===== src/rtl/rsf_pkg.sv =====
package rsf_pkg;

  localparam int FLAG_W    = 8;
  localparam int NUM_SRC   = 3;
  localparam int POS_VOLT  = 0;
  localparam int POS_CLKM  = 1;
  localparam int POS_WDOG  = 4;

  // bit position owned by request line k
  function automatic int src_pos(input int k);
    case (k)
      0:       return POS_VOLT;
      1:       return POS_CLKM;
      default: return POS_WDOG;
    endcase
  endfunction

  // positions that hold a real flag
  function automatic logic [31:0] impl_mask(input int nsrc);
    logic [31:0] m;
    m = '0;
    for (int k = 0; k < nsrc; k++) m[src_pos(k)] = 1'b1;
    return m;
  endfunction

endpackage


===== src/rtl/rsf_clr_dec.sv =====
module rsf_clr_dec #(
  parameter int W   = 8,
  parameter int IW  = 3
) (
  input  logic          wr_unlock,
  input  logic          byte_we,
  input  logic [W-1:0]  byte_wdata,
  input  logic          bit_we,
  input  logic [IW-1:0] bit_idx,
  input  logic          bit_val,
  output logic [W-1:0]  clr_mask
);

  always_comb begin
    clr_mask = '0;
    if (wr_unlock) begin
      if (byte_we) clr_mask = ~byte_wdata;
      for (int i = 0; i < W; i++) begin
        if (bit_we && !bit_val && (bit_idx == IW'(i))) clr_mask[i] = 1'b1;
      end
    end
  end

endmodule


===== src/rtl/rsf_flag_cell.sv =====
module rsf_flag_cell (
  input  logic clk,
  input  logic rst,
  input  logic set_i,
  input  logic clr_i,
  output logic q
);

  always_ff @(posedge clk) begin
    if (rst)        q <= 1'b0;
    else if (set_i) q <= 1'b1;
    else if (clr_i) q <= 1'b0;
  end

  // power-on reset empties the flag
  p_por_clear_r1: assert property (@(posedge clk) rst |=> !q);
  // set wins over a coincident clear
  p_set_wins_r8: assert property (@(posedge clk) disable iff (rst)
    set_i |=> q);
  // a clear with no set empties the flag
  p_clear_r2: assert property (@(posedge clk) disable iff (rst)
    (clr_i && !set_i) |=> !q);
  // idle flag holds
  p_hold_r10: assert property (@(posedge clk) disable iff (rst)
    (!clr_i && !set_i) |=> $stable(q));

endmodule


===== src/rtl/rst_cause_reg.sv =====
module rst_cause_reg
  import rsf_pkg::*;
#(
  parameter int REG_W  = FLAG_W,
  parameter int NSRC   = NUM_SRC,
  parameter int IDX_W  = $clog2(REG_W)
) (
  input  logic             clk,
  input  logic             rst,
  input  logic             pin_rst,
  input  logic [NSRC-1:0]  src_req,
  input  logic             wr_unlock,
  input  logic             byte_we,
  input  logic [REG_W-1:0] byte_wdata,
  input  logic             bit_we,
  input  logic [IDX_W-1:0] bit_idx,
  input  logic             bit_val,
  output logic [REG_W-1:0] rdata
);

  localparam logic [31:0]      IMPL32 = impl_mask(NSRC);
  localparam logic [REG_W-1:0] IMPL   = IMPL32[REG_W-1:0];

  logic [REG_W-1:0] set_vec;
  logic [REG_W-1:0] sw_clr;

  always_comb begin
    set_vec = '0;
    for (int k = 0; k < NSRC; k++) begin
      if (src_req[k]) set_vec[src_pos(k)] = 1'b1;
    end
  end

  rsf_clr_dec #(.W(REG_W), .IW(IDX_W)) u_dec (
    .wr_unlock  (wr_unlock),
    .byte_we    (byte_we),
    .byte_wdata (byte_wdata),
    .bit_we     (bit_we),
    .bit_idx    (bit_idx),
    .bit_val    (bit_val),
    .clr_mask   (sw_clr)
  );

  for (genvar i = 0; i < REG_W; i++) begin : g_bit
    if (IMPL[i]) begin : g_flag
      rsf_flag_cell u_cell (
        .clk   (clk),
        .rst   (rst),
        .set_i (set_vec[i]),
        .clr_i (pin_rst | sw_clr[i]),
        .q     (rdata[i])
      );
    end else begin : g_rsvd
      assign rdata[i] = 1'b0;
    end
  end

  // reserved positions never read 1
  p_rsvd_zero_r4: assert property (@(posedge clk) disable iff (rst)
    (rdata & ~IMPL) == '0);
  // locked writes leave the register alone
  p_locked_r7: assert property (@(posedge clk) disable iff (rst)
    (!wr_unlock && !pin_rst && src_req == '0) |=> $stable(rdata));
  // a watchdog request sets its flag
  p_wdog_set_r3: assert property (@(posedge clk) disable iff (rst)
    src_req[NSRC-1] |=> rdata[POS_WDOG]);

endmodule


===== config.mk =====
export PLATFORM = sky130hd
export DESIGN_NAME = rst_cause_reg
export DESIGN_NICKNAME = d
export VERILOG_FILES = /design/src/rtl/rsf_pkg.sv /design/src/rtl/rsf_clr_dec.sv /design/src/rtl/rsf_flag_cell.sv /design/src/rtl/rst_cause_reg.sv
export SDC_FILE = /design/constraint.sdc
export NUM_CORES = 1
export LEC_CHECK = 0
export ABC_AREA = 1
export BUFFER_PORTS_ARGS = -buffer_cell sky130_fd_sc_hd__buf_4
export CAP_MARGIN = 20
export CORE_AREA = 2 2 39 41
export CTS_BUF_LIST = sky130_fd_sc_hd__clkbuf_16
export CTS_CLUSTER_DIAMETER = 100
export DETAILED_ROUTE_END_ITERATION = 12
export DIE_AREA = 0 0 41 43
export GPL_TIMING_DRIVEN = 0
export PLACE_DENSITY = 0.48
export SYNTH_ARGS = -nofsm -noshare
export SYNTH_HDL_FRONTEND = slang
export SYNTH_SLANG_ARGS = --single-unit
export TNS_END_PERCENT = 20

===== constraint.sdc =====
create_clock -name clk -period 0.8 [get_ports clk]
set_input_delay 0.08 -clock clk [delete_from_list [all_inputs] [get_ports clk]]
set_output_delay 0.08 -clock clk [all_outputs]
set_load 0.01 [all_outputs]

==> summary.txt, run 1 <==
Synthesis
  • Adder-cell share of the synthesized area: 0
  • Mux contribution to synthesized area: 0
  • Synth cell types: 9
  • Simple-Gate Fraction of Synth Area: 0.316
  • Post-synth top area share: 0.223
  • Synth Area in XOR/XNOR: 0
  • YS warnings: 0
  • Synth Cell Area: between 200 and 300 sq um
  • Syn_area_per_cell: about 5.6 sq um
  • Main flop type after synthesis: dfxtp_1
  • Synthesis-stage register bit count: 3
  • Synth cell count leaders: 12 x inv_1, 12 x nand2_1, 8 x buf_4, 5 x nor2_1
  • Register area share after synthesis: 0.223
  • Largest family of logic cells by synthesized area: buffers and inverters
  • Cell taking the most area after synthesis: dfxtp_1
  • Gate Count Post-Synth: 48
  • Synth area leaders: dfxtp_1 22%, buf_4 22%, inv_1 17%
  • Synth async-reset ratio: 0
  • Post-synth EDFFs: 0
  • Post-synthesis compound-gate area fraction: 0.0558

Clocking
  • TritonCTS clock tree: done
  • Hold-fix buffers at CTS: 0
  • Maximum clock path buffer count: 2
  • Inserted Clock Buffers: 3
  • Clock Latency Late Sink: around 0.22 ns
  • Clock-pin slew of the registers on the worst-case setup and hold paths: around 0.030 ns
  • H-tree depth: 1
  • Clock sinks: 3
  • Clock root buffer master: clkbuf_16

Critical path
  • WP data required: a little over 0.7 ns
  • Crit path max-delay cell type: dfxtp_2
  • Critical Path Sink Type: output port
  • Most common cell on crit path: buf_6
  • Crit path depth: 2
  • Buffers & Inverters on Critical Path: 2
  • Worst setup path startpoint: g_bit[0].g_flag.u_cell.q
  • Crit path cell chain: buf_6 -> buf_6
  • FF-to-FF Start: g_bit[0].g_flag.u_cell.q
  • CP max stage delay: about 0.31 ns
  • Crit path launch type: flip-flop
  • Cell family with most CP delay: flip-flops
  • WP data arrival: roughly 0.74 ns
  • Register-to-Register Path Depth: 4
  • WS Path Type: reg -> out
  • Crit Path Max Fanout: 2
  • R2R setup slack: 0.09 ns

Pwr
  • Sw Pwr: 0.217 mW
  • Logic gate share of total power: 0.154
  • Sw frac: 0.191
  • Reg power frac: 0.149
  • Pwr Total: roughly 1.1 mW
  • Internal power: between 0.9 and 1 mW
  • Leakage: ~0.32 nW
  • Maximum VDD drop: between 1 and 1.5 mV
  • Clock power share: 0.696
  • Pwr Density: 2110 mW/mm^2

Finish
  • Filler cell count: between 150 and 200
  • FF/Latch Area: approximately 64 sq um
  • Largest registers: g_bit.g_flag.u_cell.q: 3 flops
  • Largest Register: g_bit.g_flag.u_cell.q
  • Fin cells: between 80 and 90
  • Max reg flops: 3
  • Area Growth Syn to Fin: 99.5%
  • Final nets: 95
  • Share of cells above drive strength 1: 0.452
  • Ant diodes: 0
  • Area of the multi-input gates: about 120 sq um

Detailed routing
  • DRC: 0
  • Vias/cell: roughly 3.5
  • Via Count: 313
  • Wire length per cell: between 6 and 7 um
  • Post-Route WL: 580 um
  • Drt first pass iters: 3
  • Final ANT Viol Nets: 0
  • Detailed router's first-iteration violation count: 1

Timing
  • Hold WS: between 0.02 and 0.025 ns
  • Final Slew Violations: 0
  • Total negative slack: -0.0481 ns
  • Clk_skew: 0 ns
  • Tcrit/Tclk final: 1.03
  • RSZ-0062 raised after global routing: true
  • Highest clock rate: 1210 MHz
  • Final setup violation count: 2
  • Final Hold Violating Endpoints: 0
  • Crit path time final: between 0.8 and 0.9 ns
  • Setup WS post-layout: -0.0243 ns

Worst hold path
  • Cell depth of the worst hold path: 2
  • Hold Path Class: in -> reg
  • Hold Path Origin: rst

Die
  • Core area: 0.00138 sq mm
  • I/O pin cnt: 29
  • Row cnt: 14
  • Initial Util: 0.194
  • Die width: 41 um
  • Die Height: 43 um
  • DIE AREA: about 0.0018 sq mm

Placement
  • Global placement routability congestion: approximately 0.56
  • Post-DP HPWL: around 470 um
  • Dpl ws: around 0.023 ns
  • Placed instance count: 86
  • Port bufs: 18

Run status
  • Violated checks: setup timing
  • Status: complete, but fails checks

GRT
  • Vias in the first global route: 256
  • Total GRT Usage: 0.0752
  • GRT overflow: 0
  • Initial antenna violation count: 0
  • Pin count of the biggest net entering global routing: 4
  • Global-route wire length before repair: about 840 um

Flow run
  • Max Cap Viol: 0
-- cell families (layout without fill, tap and decap cells) --
group                  after synthesis  after routing
DFF                                  3              3
other                                1              5
AOI/OAI and AO/OA                    3              3
and+or+nand+nor                     21             21
buffers and inverters               20             41
-- metrics by stage --
| step | utilization | cell area (sq um) |
|---|---|---|
| 2_1_floorplan | - | 284 |
| 5_1_grt | 0.388 | 537 |
| 6_report | 0.388 | 537 |
| 3_3_place_gp | 0.317 | 439 |
| 3_5_place_dp | 0.317 | 439 |
| 4_1_cts | 0.385 | 533 |
-- area by class of cell --
cell class,instances,share of cell area
inverter,12,0.0839
sequential,3,0.119
multi-input combinational,29,0.228
tap,16,0.0373
clock inverter,1,0.00699
timing repair buffer,18,0.273
buffer,7,0.112
clock buffer,3,0.140
-- power by group through the flow --
stage / Clock (mW) / Sequential, mW / Combinational [mW]
2_1_floorplan: 0 / 0.166 / 0.0855
3_3_place_gp: 0 / 0.167 / 0.167
3_5_place_dp: 0 / 0.167 / 0.167
4_1_cts: 0.806 / 0.169 / 0.175
5_1_grt: 0.816 / 0.170 / 0.194
6_report: 0.790 / 0.169 / 0.175
-- final timing paths --
| kind | to |
|---|---|
| setup / recovery | rdata[0] |
| hold / removal | g_bit[4].g_flag.u_cell.q |
| setup reg to reg | g_bit[0].g_flag.u_cell.q |
| hold reg to reg | g_bit[0].g_flag.u_cell.q |
-- metal layers --
metal  routed length, um  vias to the layer above  share of wire  global-route usage
met3                  67                        2           0.12              0.0157
met1                 220                      122           0.38              0.0705
met2                 278                       16           0.48               0.119
met5                   0                        -              0                   0
li1                    -                      173              -                   -
met4                  13                        0          0.022              0.0800
-- cell usage in the layout, fill, tap and decap left out --
cell / netlist / routed
a21oi_2: 0 / 1
nand3_1: 3 / 3
conb_1: 1 / 5
nor2_2: 1 / 1
a21oi_1: 3 / 2
inv_1: 12 / 13
buf_4: 8 / 20
buf_6: 0 / 5
nor2_1: 5 / 5
dfxtp_2: 0 / 3
nand2_1: 12 / 12
clkbuf_16: 0 / 3
-- worst register-to-register path, delay by kind of cell, from the launching register on --
| family | cells | cell delay (ns) |
|---|---|---|
| and+or+nand+nor | 2 | 0.14 |
| buffers and inverters | 1 | 0.04 |
| DFF | 1 | 0.32 |
| AOI/OAI and AO/OA | 1 | 0.13 |
-- what timing repair did --
action / 4_1_cts / 5_1_grt
buffers inserted: 0 / 0
gates resized for setup: 8 / 1
hold endpoints to repair: 0 / 0
setup endpoints to repair: 3 / 3
(Power assumes the default switching activity.)
==> run 2, diff against run 1 <==
--- a/config.mk
+++ b/config.mk
@@ -15,5 +15,4 @@
 export DIE_AREA = 0 0 41 43
 export GPL_TIMING_DRIVEN = 0
-export PLACE_DENSITY = 0.48
 export SYNTH_ARGS = -nofsm -noshare
 export SYNTH_HDL_FRONTEND = slang
==> constraint.sdc (replaced) <==
create_clock -name clk -period 0.8 [get_ports clk]
set_input_delay 0.16 -clock clk [delete_from_list [all_inputs] [get_ports clk]]
set_output_delay 0.16 -clock clk [all_outputs]
set_load 0.01 [all_outputs]
==> run 2 against run 1 <==
Effect of this change:
- routed wire length fell by 2.2%
- clock-buffer cell count did not move
- the flow still finishes with violations (setup timing)
- sequential power about the same
- utilization fell by 1.9 points
- critical path type unchanged
- critical path depth decreased by 1
- sequential share of layout area rose by 0.61 points
- largest power group unchanged
==> summary.txt, run 2 (synthesis gave the netlist of run 1 again) <==
Timing
  • Tcrit/Tclk final: 1.01 (was 1.03)
  • Final setup violation count: 3 (was 2)
  • Crit path time final: 0.810 ns (was 0.824 ns)
  • Clk_skew: 0 ns (unchanged)
  • Setup WS post-layout: -0.0102 ns (was -0.0243 ns)
  • RSZ-0062 raised after global routing: true (unchanged)
  • Highest clock rate: 1230 MHz (was 1210 MHz)
  • Final Hold Violating Endpoints: 0 (unchanged)
  • Final Slew Violations: 0 (unchanged)

Detailed routing
  • Drt first pass iters: 3 (unchanged)
  • Met3 WL: 68 um (was 67 um)
  • Top Layer Used: met4 (unchanged)
  • Detailed router's first-iteration violation count: 7 (was 1)
  • Wire length per cell: 6.52 um (about the same)
  • Via Count: 304 (was 313)
  • DRC: 0 (unchanged)
  • Wl on met1: 209 um (was 220 um)
  • Post-Route WL: 567 um (was 580 um)
  • Met2 wire len: 268 um (was 278 um)
  • Final ANT Viol Nets: 0 (unchanged)
  • Vias/cell: 3.49 (was 3.52)

Pwr
  • Reg power frac: 0.153 (was 0.149)
  • Pwr Total: 1.11 mW (was 1.13 mW)
  • Maximum VDD drop: 1.19 mV (was 1.21 mV)
  • Clock power share: 0.704 (was 0.696)
  • Pwr Density: 2170 mW/mm^2 (was 2110 mW/mm^2)
  • Logic gate share of total power: 0.143 (was 0.154)
  • Leakage: 0.308 nW (was 0.320 nW)
  • Sw Pwr: 0.206 mW (was 0.217 mW)
  • Internal power: 0.905 mW (was 0.918 mW)
  • Sw frac: 0.185 (was 0.191)

Placement
  • Global placement routability congestion: 0.654 (was 0.559)
  • Port bufs: 18 (unchanged)
  • Post-DP HPWL: 496 um (was 474 um)
  • Dpl ws: -0.0406 ns (was 0.0231 ns)

Critical path
  • Crit Path Max Fanout: 2 (unchanged)
  • Worst setup path startpoint: g_bit[1].g_flag.u_cell.q (was g_bit[0].g_flag.u_cell.q)
  • Buffers & Inverters on Critical Path: 1 (was 2)
  • WP data arrival: 0.65 ns (was 0.74 ns)
  • Crit path cell chain: buf_6 (was buf_6 -> buf_6)
  • Crit path depth: 1 (was 2)
  • R2R setup slack: 0.11 ns (was 0.09 ns)
  • CP max stage delay: 0.31 ns (about the same)
  • WS Path Type: reg -> out (unchanged)
  • WP data required: 0.64 ns (was 0.72 ns)
  • Crit path max-delay cell type: dfxtp_2 (unchanged)
  • FF-to-FF Start: g_bit[0].g_flag.u_cell.q (unchanged)
  • Cell family with most CP delay: flip-flops (unchanged)
  • Critical Path Sink Type: output port (unchanged)
  • Register-to-Register Path Depth: 4 (unchanged)
  • Crit path launch type: flip-flop (unchanged)

Finish
  • Most frequent cells in the layout: 20 x buf_4, 13 x inv_1, 12 x nand2_1 (unchanged)
  • Ant diodes: 0 (unchanged)
  • Most common cell after layout, fill and taps aside: buf_4 (unchanged)
  • Largest Register: g_bit.g_flag.u_cell.q (unchanged)
  • Area Growth Syn to Fin: 89.8% (was 99.5%)
  • Largest registers: g_bit.g_flag.u_cell.q: 3 flops (unchanged)
  • Max reg flops: 3 (unchanged)
  • Share of cells above drive strength 1: 0.423 (was 0.452)
  • FF/Latch Area: 63.8 sq um (unchanged)
  • Area of the multi-input gates: 119 sq um (was 123 sq um)
  • Final nets: 93 (was 95)
  • Filler cell count: 152 (was 157)

Die
  • DIE AREA: 0.00176 sq mm (unchanged)
  • Initial Util: 0.194 (unchanged)
  • Row cnt: 14 (unchanged)
  • Core area: 0.00138 sq mm (unchanged)
  • Die width: 41 um (unchanged)
  • I/O pin cnt: 29 (unchanged)
  • Die Height: 43 um (unchanged)

Clocking
  • Clock Latency Late Sink: 0.22 ns (about the same)
  • TritonCTS clock tree: done (unchanged)
  • H-tree depth: 1 (unchanged)
  • Inserted Clock Buffers: 3 (unchanged)
  • Post-CTS Setup Bufs: 0 (unchanged)
  • Clock-pin slew of the registers on the worst-case setup and hold paths: 0.03 ns (about the same)
  • Maximum clock path buffer count: 2 (unchanged)
  • Clock root buffer master: clkbuf_16 (unchanged)
  • Clock sinks: 3 (unchanged)

Worst hold path
  • Hold Path Origin: rst (unchanged)
  • Cell depth of the worst hold path: 2 (unchanged)
  • Hold Path Class: in -> reg (unchanged)

GRT
  • Total GRT Usage: 0.0884 (was 0.0752)
  • GRT overflow: 0 (unchanged)
  • Initial antenna violation count: 0 (unchanged)
  • Pin count of the biggest net entering global routing: 4 (unchanged)
  • Global-route wire length before repair: 1.00 mm (was 841 um)
  • Vias in the first global route: 304 (was 256)

Run status
  • Status: complete, but fails checks (unchanged)
  • Violated checks: setup timing (unchanged)

Flow run
  • Max Cap Viol: 0 (unchanged)
run 2: layer usage:
metal | track usage | vias to the layer above
li1 | - | 169
met1 | 0.0900 | 119
met2 | 0.131 | 14
met3 | 0.0314 | 2
met4 | 0.0800 | 0
met5 | 0 | -
run 2: path summary, 6_finish.rpt:
kind,endpoint
min reg2reg,g_bit[4].g_flag.u_cell.q
max reg2reg,g_bit[0].g_flag.u_cell.q
max,rdata[1]
min,g_bit[4].g_flag.u_cell.q
run 2: repair_timing:
item,in CTS,in global routing
cloned,0,0
hold buffers,0,0
pin swaps,0,0
endpoints found under the setup margin,3,3
gates resized for setup,6,0
run 2: cell type report:
class                   instances  share of cell area
well taps                      16              0.0392
plain buffers                   5              0.0735
flip-flops and latches          3               0.125
multi-input cells              29               0.233
repair buffers                 18               0.287
inverters                      12              0.0882
clock buffers                   3               0.147
clock inverters                 1             0.00735
run 2: power groups by stage:
stage	sequential [mW]	combinational, mW	clock (mW)
floorplan	0.166	0.0855	0
global placement	0.168	0.165	0
detailed placement	0.168	0.167	0
CTS	0.171	0.160	0.794
global route	0.172	0.180	0.805
finish	0.170	0.159	0.781
run 2: stage by stage:
stage	area, sq um	TNS (ns)	hold WS (ns)	instances	util
4_1_cts	510	-0.0465	0.0968	87	0.369
3_3_place_gp	439	-0.0816	0.335	86	0.317
2_1_floorplan	284	0	0.229	52	-
5_1_grt	510	-0.0702	0.104	87	0.369
6_report	510	-0.0259	0.0998	87	0.369
3_5_place_dp	439	-0.0920	0.337	86	0.317
==> run 3, diff against run 2 <==
ABC_AREA = default   (was 1)
GPL_ROUTABILITY_DRIVEN = 1   (was default)
==> run 3 against run 2 <==
Effect of this change:
- sequential share of layout area fell by 0.33 points
- register-to-register slack got worse by 0.19 ns
- clock skew did not move
- the run still ends with setup timing left
==> summary.txt, run 3 <==
Finish
  • Ant diodes: 0 (unchanged)
  • Utilization after layout: 0.379 (was 0.369)
  • Most frequent cells in the layout: 21 x buf_4, 5 x conb_1, 4 x inv_1, 4 x buf_6 (was 20 x buf_4, 13 x inv_1, 12 x nand2_1)
  • Area Growth Syn to Fin: 98.6% (was 89.8%)
  • Final nets: 78 (was 93)
  • Share of cells above drive strength 1: 0.589 (was 0.423)
  • Max reg flops: 3 (unchanged)
  • Area of the multi-input gates: 148 sq um (was 119 sq um)
  • FF/Latch Area: 63.8 sq um (unchanged)
  • Most common cell after layout, fill and taps aside: buf_4 (unchanged)
  • Largest registers: g_bit.g_flag.u_cell.q: 3 flops (unchanged)
  • Largest Register: g_bit.g_flag.u_cell.q (unchanged)
  • Filler cell count: 146 (was 152)

Die
  • Initial Util: 0.191 (was 0.194)
  • Die width: 41 um (unchanged)
  • DIE AREA: 0.00176 sq mm (unchanged)
  • I/O pin cnt: 29 (unchanged)
  • Die Height: 43 um (unchanged)
  • Row cnt: 14 (unchanged)
  • Core area: 0.00138 sq mm (unchanged)

Worst hold path
  • Hold Path Class: in -> reg (unchanged)
  • Cell depth of the worst hold path: 2 (unchanged)

Detailed routing
  • Final ANT Viol Nets: 0 (unchanged)
  • Via Count: 295 (was 304)
  • Wire length per cell: 9.24 um (was 6.52 um)
  • Detailed router's first-iteration violation count: 2 (was 7)
  • Vias/cell: 4.10 (was 3.49)
  • Drt first pass iters: 2 (was 3)
  • DRC: 0 (unchanged)
  • Post-Route WL: 665 um (was 567 um)

Pwr
  • Leakage: 0.267 nW (was 0.308 nW)
  • Pwr Density: 2160 mW/mm^2 (was 2170 mW/mm^2)
  • Maximum VDD drop: 0.548 mV (was 1.19 mV)

Timing
  • Setup WS post-layout: -0.105 ns (was -0.0102 ns)
  • Total negative slack: -0.197 ns (was -0.0259 ns)
  • Final setup violation count: 4 (was 3)
  • Clk_skew: 0 ns (unchanged)
  • Final Slew Violations: 0 (unchanged)
  • RSZ-0062 raised after global routing: true (unchanged)
  • Crit path time final: 0.905 ns (was 0.810 ns)
  • Highest clock rate: 1110 MHz (was 1230 MHz)
  • Final Hold Violating Endpoints: 0 (unchanged)
  • Hold WS: 0.127 ns (was 0.0998 ns)
  • Tcrit/Tclk final: 1.13 (was 1.01)

Critical path
  • Register-to-Register Path Depth: 3 (was 4)
  • Crit path max-delay cell type: dfxtp_2 (unchanged)
  • Critical Path Sink Type: output port (unchanged)
  • Crit path launch type: flip-flop (unchanged)
  • Buffers & Inverters on Critical Path: 2 (was 1)
  • WP data required: 0.64 ns (about the same)
  • WS Path Type: reg -> out (unchanged)
  • CP max stage delay: 0.31 ns (about the same)
  • Cell family with most CP delay: flip-flops (unchanged)
  • Crit path depth: 2 (was 1)
  • Crit path cell chain: buf_6 -> buf_6 (was buf_6)
  • Crit Path Max Fanout: 2 (unchanged)
  • Most common cell on crit path: buf_6
  • WP data arrival: 0.74 ns (was 0.65 ns)

Clocking
  • Maximum clock path buffer count: 2 (unchanged)
  • Clock Latency Late Sink: 0.22 ns (about the same)
  • Clock root buffer master: clkbuf_16 (unchanged)
  • Clock-pin slew of the registers on the worst-case setup and hold paths: 0.03 ns (about the same)
  • TritonCTS clock tree: done (unchanged)
  • Inserted Clock Buffers: 3 (unchanged)
  • Clock sinks: 3 (unchanged)
  • H-tree depth: 1 (unchanged)

Flow run
  • Max Cap Viol: 0 (unchanged)

Synthesis
  • Cell taking the most area after synthesis: dfxtp_1 (unchanged)
  • Main flop type after synthesis: dfxtp_1 (unchanged)
  • Synthesis-stage register bit count: 3 (unchanged)
  • Synth Cell Area: 264 sq um (was 269 sq um)
  • Post-synth top area share: 0.227 (was 0.223)
  • Gate Count Post-Synth: 31 (was 48)
  • Synth async-reset ratio: 0 (unchanged)
  • Register area share after synthesis: 0.227 (was 0.223)
  • Synth cell count leaders: 8 x buf_4, 3 x dfxtp_1, 3 x inv_1, 2 x nand2b_1 (was 12 x inv_1, 12 x nand2_1, 8 x buf_4, 5 x nor2_1)
  • Post-synth EDFFs: 0 (unchanged)
  • YS warnings: 0 (unchanged)
  • Syn_area_per_cell: 8.52 sq um (was 5.60 sq um)
  • Synth area leaders: dfxtp_1 23%, buf_4 23%, nor4b_4 9.0% (was dfxtp_1 22%, buf_4 22%, inv_1 17%)
  • Cell with the most instances after synthesis: buf_4
  • Synth cell types: 19 (was 9)

Run status
  • Violated checks: setup timing (unchanged)
  • Status: complete, but fails checks (unchanged)

Placement
  • Global placement routability congestion: 0.674 (was 0.654)
  • Port bufs: 18 (unchanged)
  • Dpl ws: -0.148 ns (was -0.0406 ns)

GRT
  • Global-route wire length before repair: 1.05 mm (was 1.00 mm)
  • GRT overflow: 0 (unchanged)
  • Total GRT Usage: 0.0921 (was 0.0884)
  • Initial antenna violation count: 0 (unchanged)
  • Pin count of the biggest net entering global routing: 6 (was 4)
  • Vias in the first global route: 272 (was 304)
[run 3: layout make-up]
type / instances / share of cell area
well taps: 16 / 0.0382
flip-flops and latches: 3 / 0.122
plain buffers: 6 / 0.0931
repair buffers: 19 / 0.294
multi-input cells: 21 / 0.282
clock buffers: 3 / 0.143
clock inverters: 1 / 0.00716
inverters: 3 / 0.0215
[run 3: report_power, final]
group	total, mW	leakage (nW)	internal [mW]	switching, mW
sequential	0.173	0.0257	0.165	0.00816
clock	0.777	0.0423	0.644	0.133
combinational	0.183	0.199	0.117	0.0651
[run 3: cell families (layout without fill, tap and decap cells)]
| logic type | count (synthesis) | in the layout | share of synthesized area |
|---|---|---|---|
| AOI/OAI and AO/OA | 5 | 5 | 0.152 |
| buffers and inverters | 11 | 32 | 0.270 |
| DFF | 3 | 3 | 0.227 |
| other | 1 | 5 | 0.0142 |
| and+or+nand+nor | 11 | 11 | 0.336 |
[run 3: per-stage QoR]
step	cells	cell area, sq um	power [mW]
2_1_floorplan	35	279	0.254
3_3_place_gp	69	434	0.345
3_5_place_dp	69	434	0.347
4_1_cts	72	524	1.15
5_1_grt	72	524	1.18
6_report	72	524	1.13
[run 3: repair_timing]
action | in CTS | in global routing
resized for setup | 7 | 0
hold buffers | 0 | 0
setup buffers | 1 | 0
endpoints found under the setup margin | 4 | 5
[run 3: per-layer routing]
metal / up-vias / GRT usage / routed length (um)
li1: 147 / - / -
met1: 130 / 0.115 / 288
met2: 16 / 0.119 / 290
met3: 2 / 0.0157 / 75
met4: 0 / 0.100 / 10
met5: - / 0 / 0
[run 3: worst paths after layout]
check / endpoint / startpoint / slack [ns]
worst max-delay path: rdata[1] / g_bit[1].g_flag.u_cell.q / -0.10
worst min-delay path: g_bit[1].g_flag.u_cell.q / rst / 0.13
worst max register to register: g_bit[1].g_flag.u_cell.q / g_bit[1].g_flag.u_cell.q / -0.08
worst min register to register: g_bit[0].g_flag.u_cell.q / g_bit[0].g_flag.u_cell.q / 0.54
[run 3: worst register-to-register path, cell delays in order, from the launching register on]
cell      delay [ns]
dfxtp_2         0.32
nand2b_1        0.09
a221o_1         0.27
a21oi_1         0.12
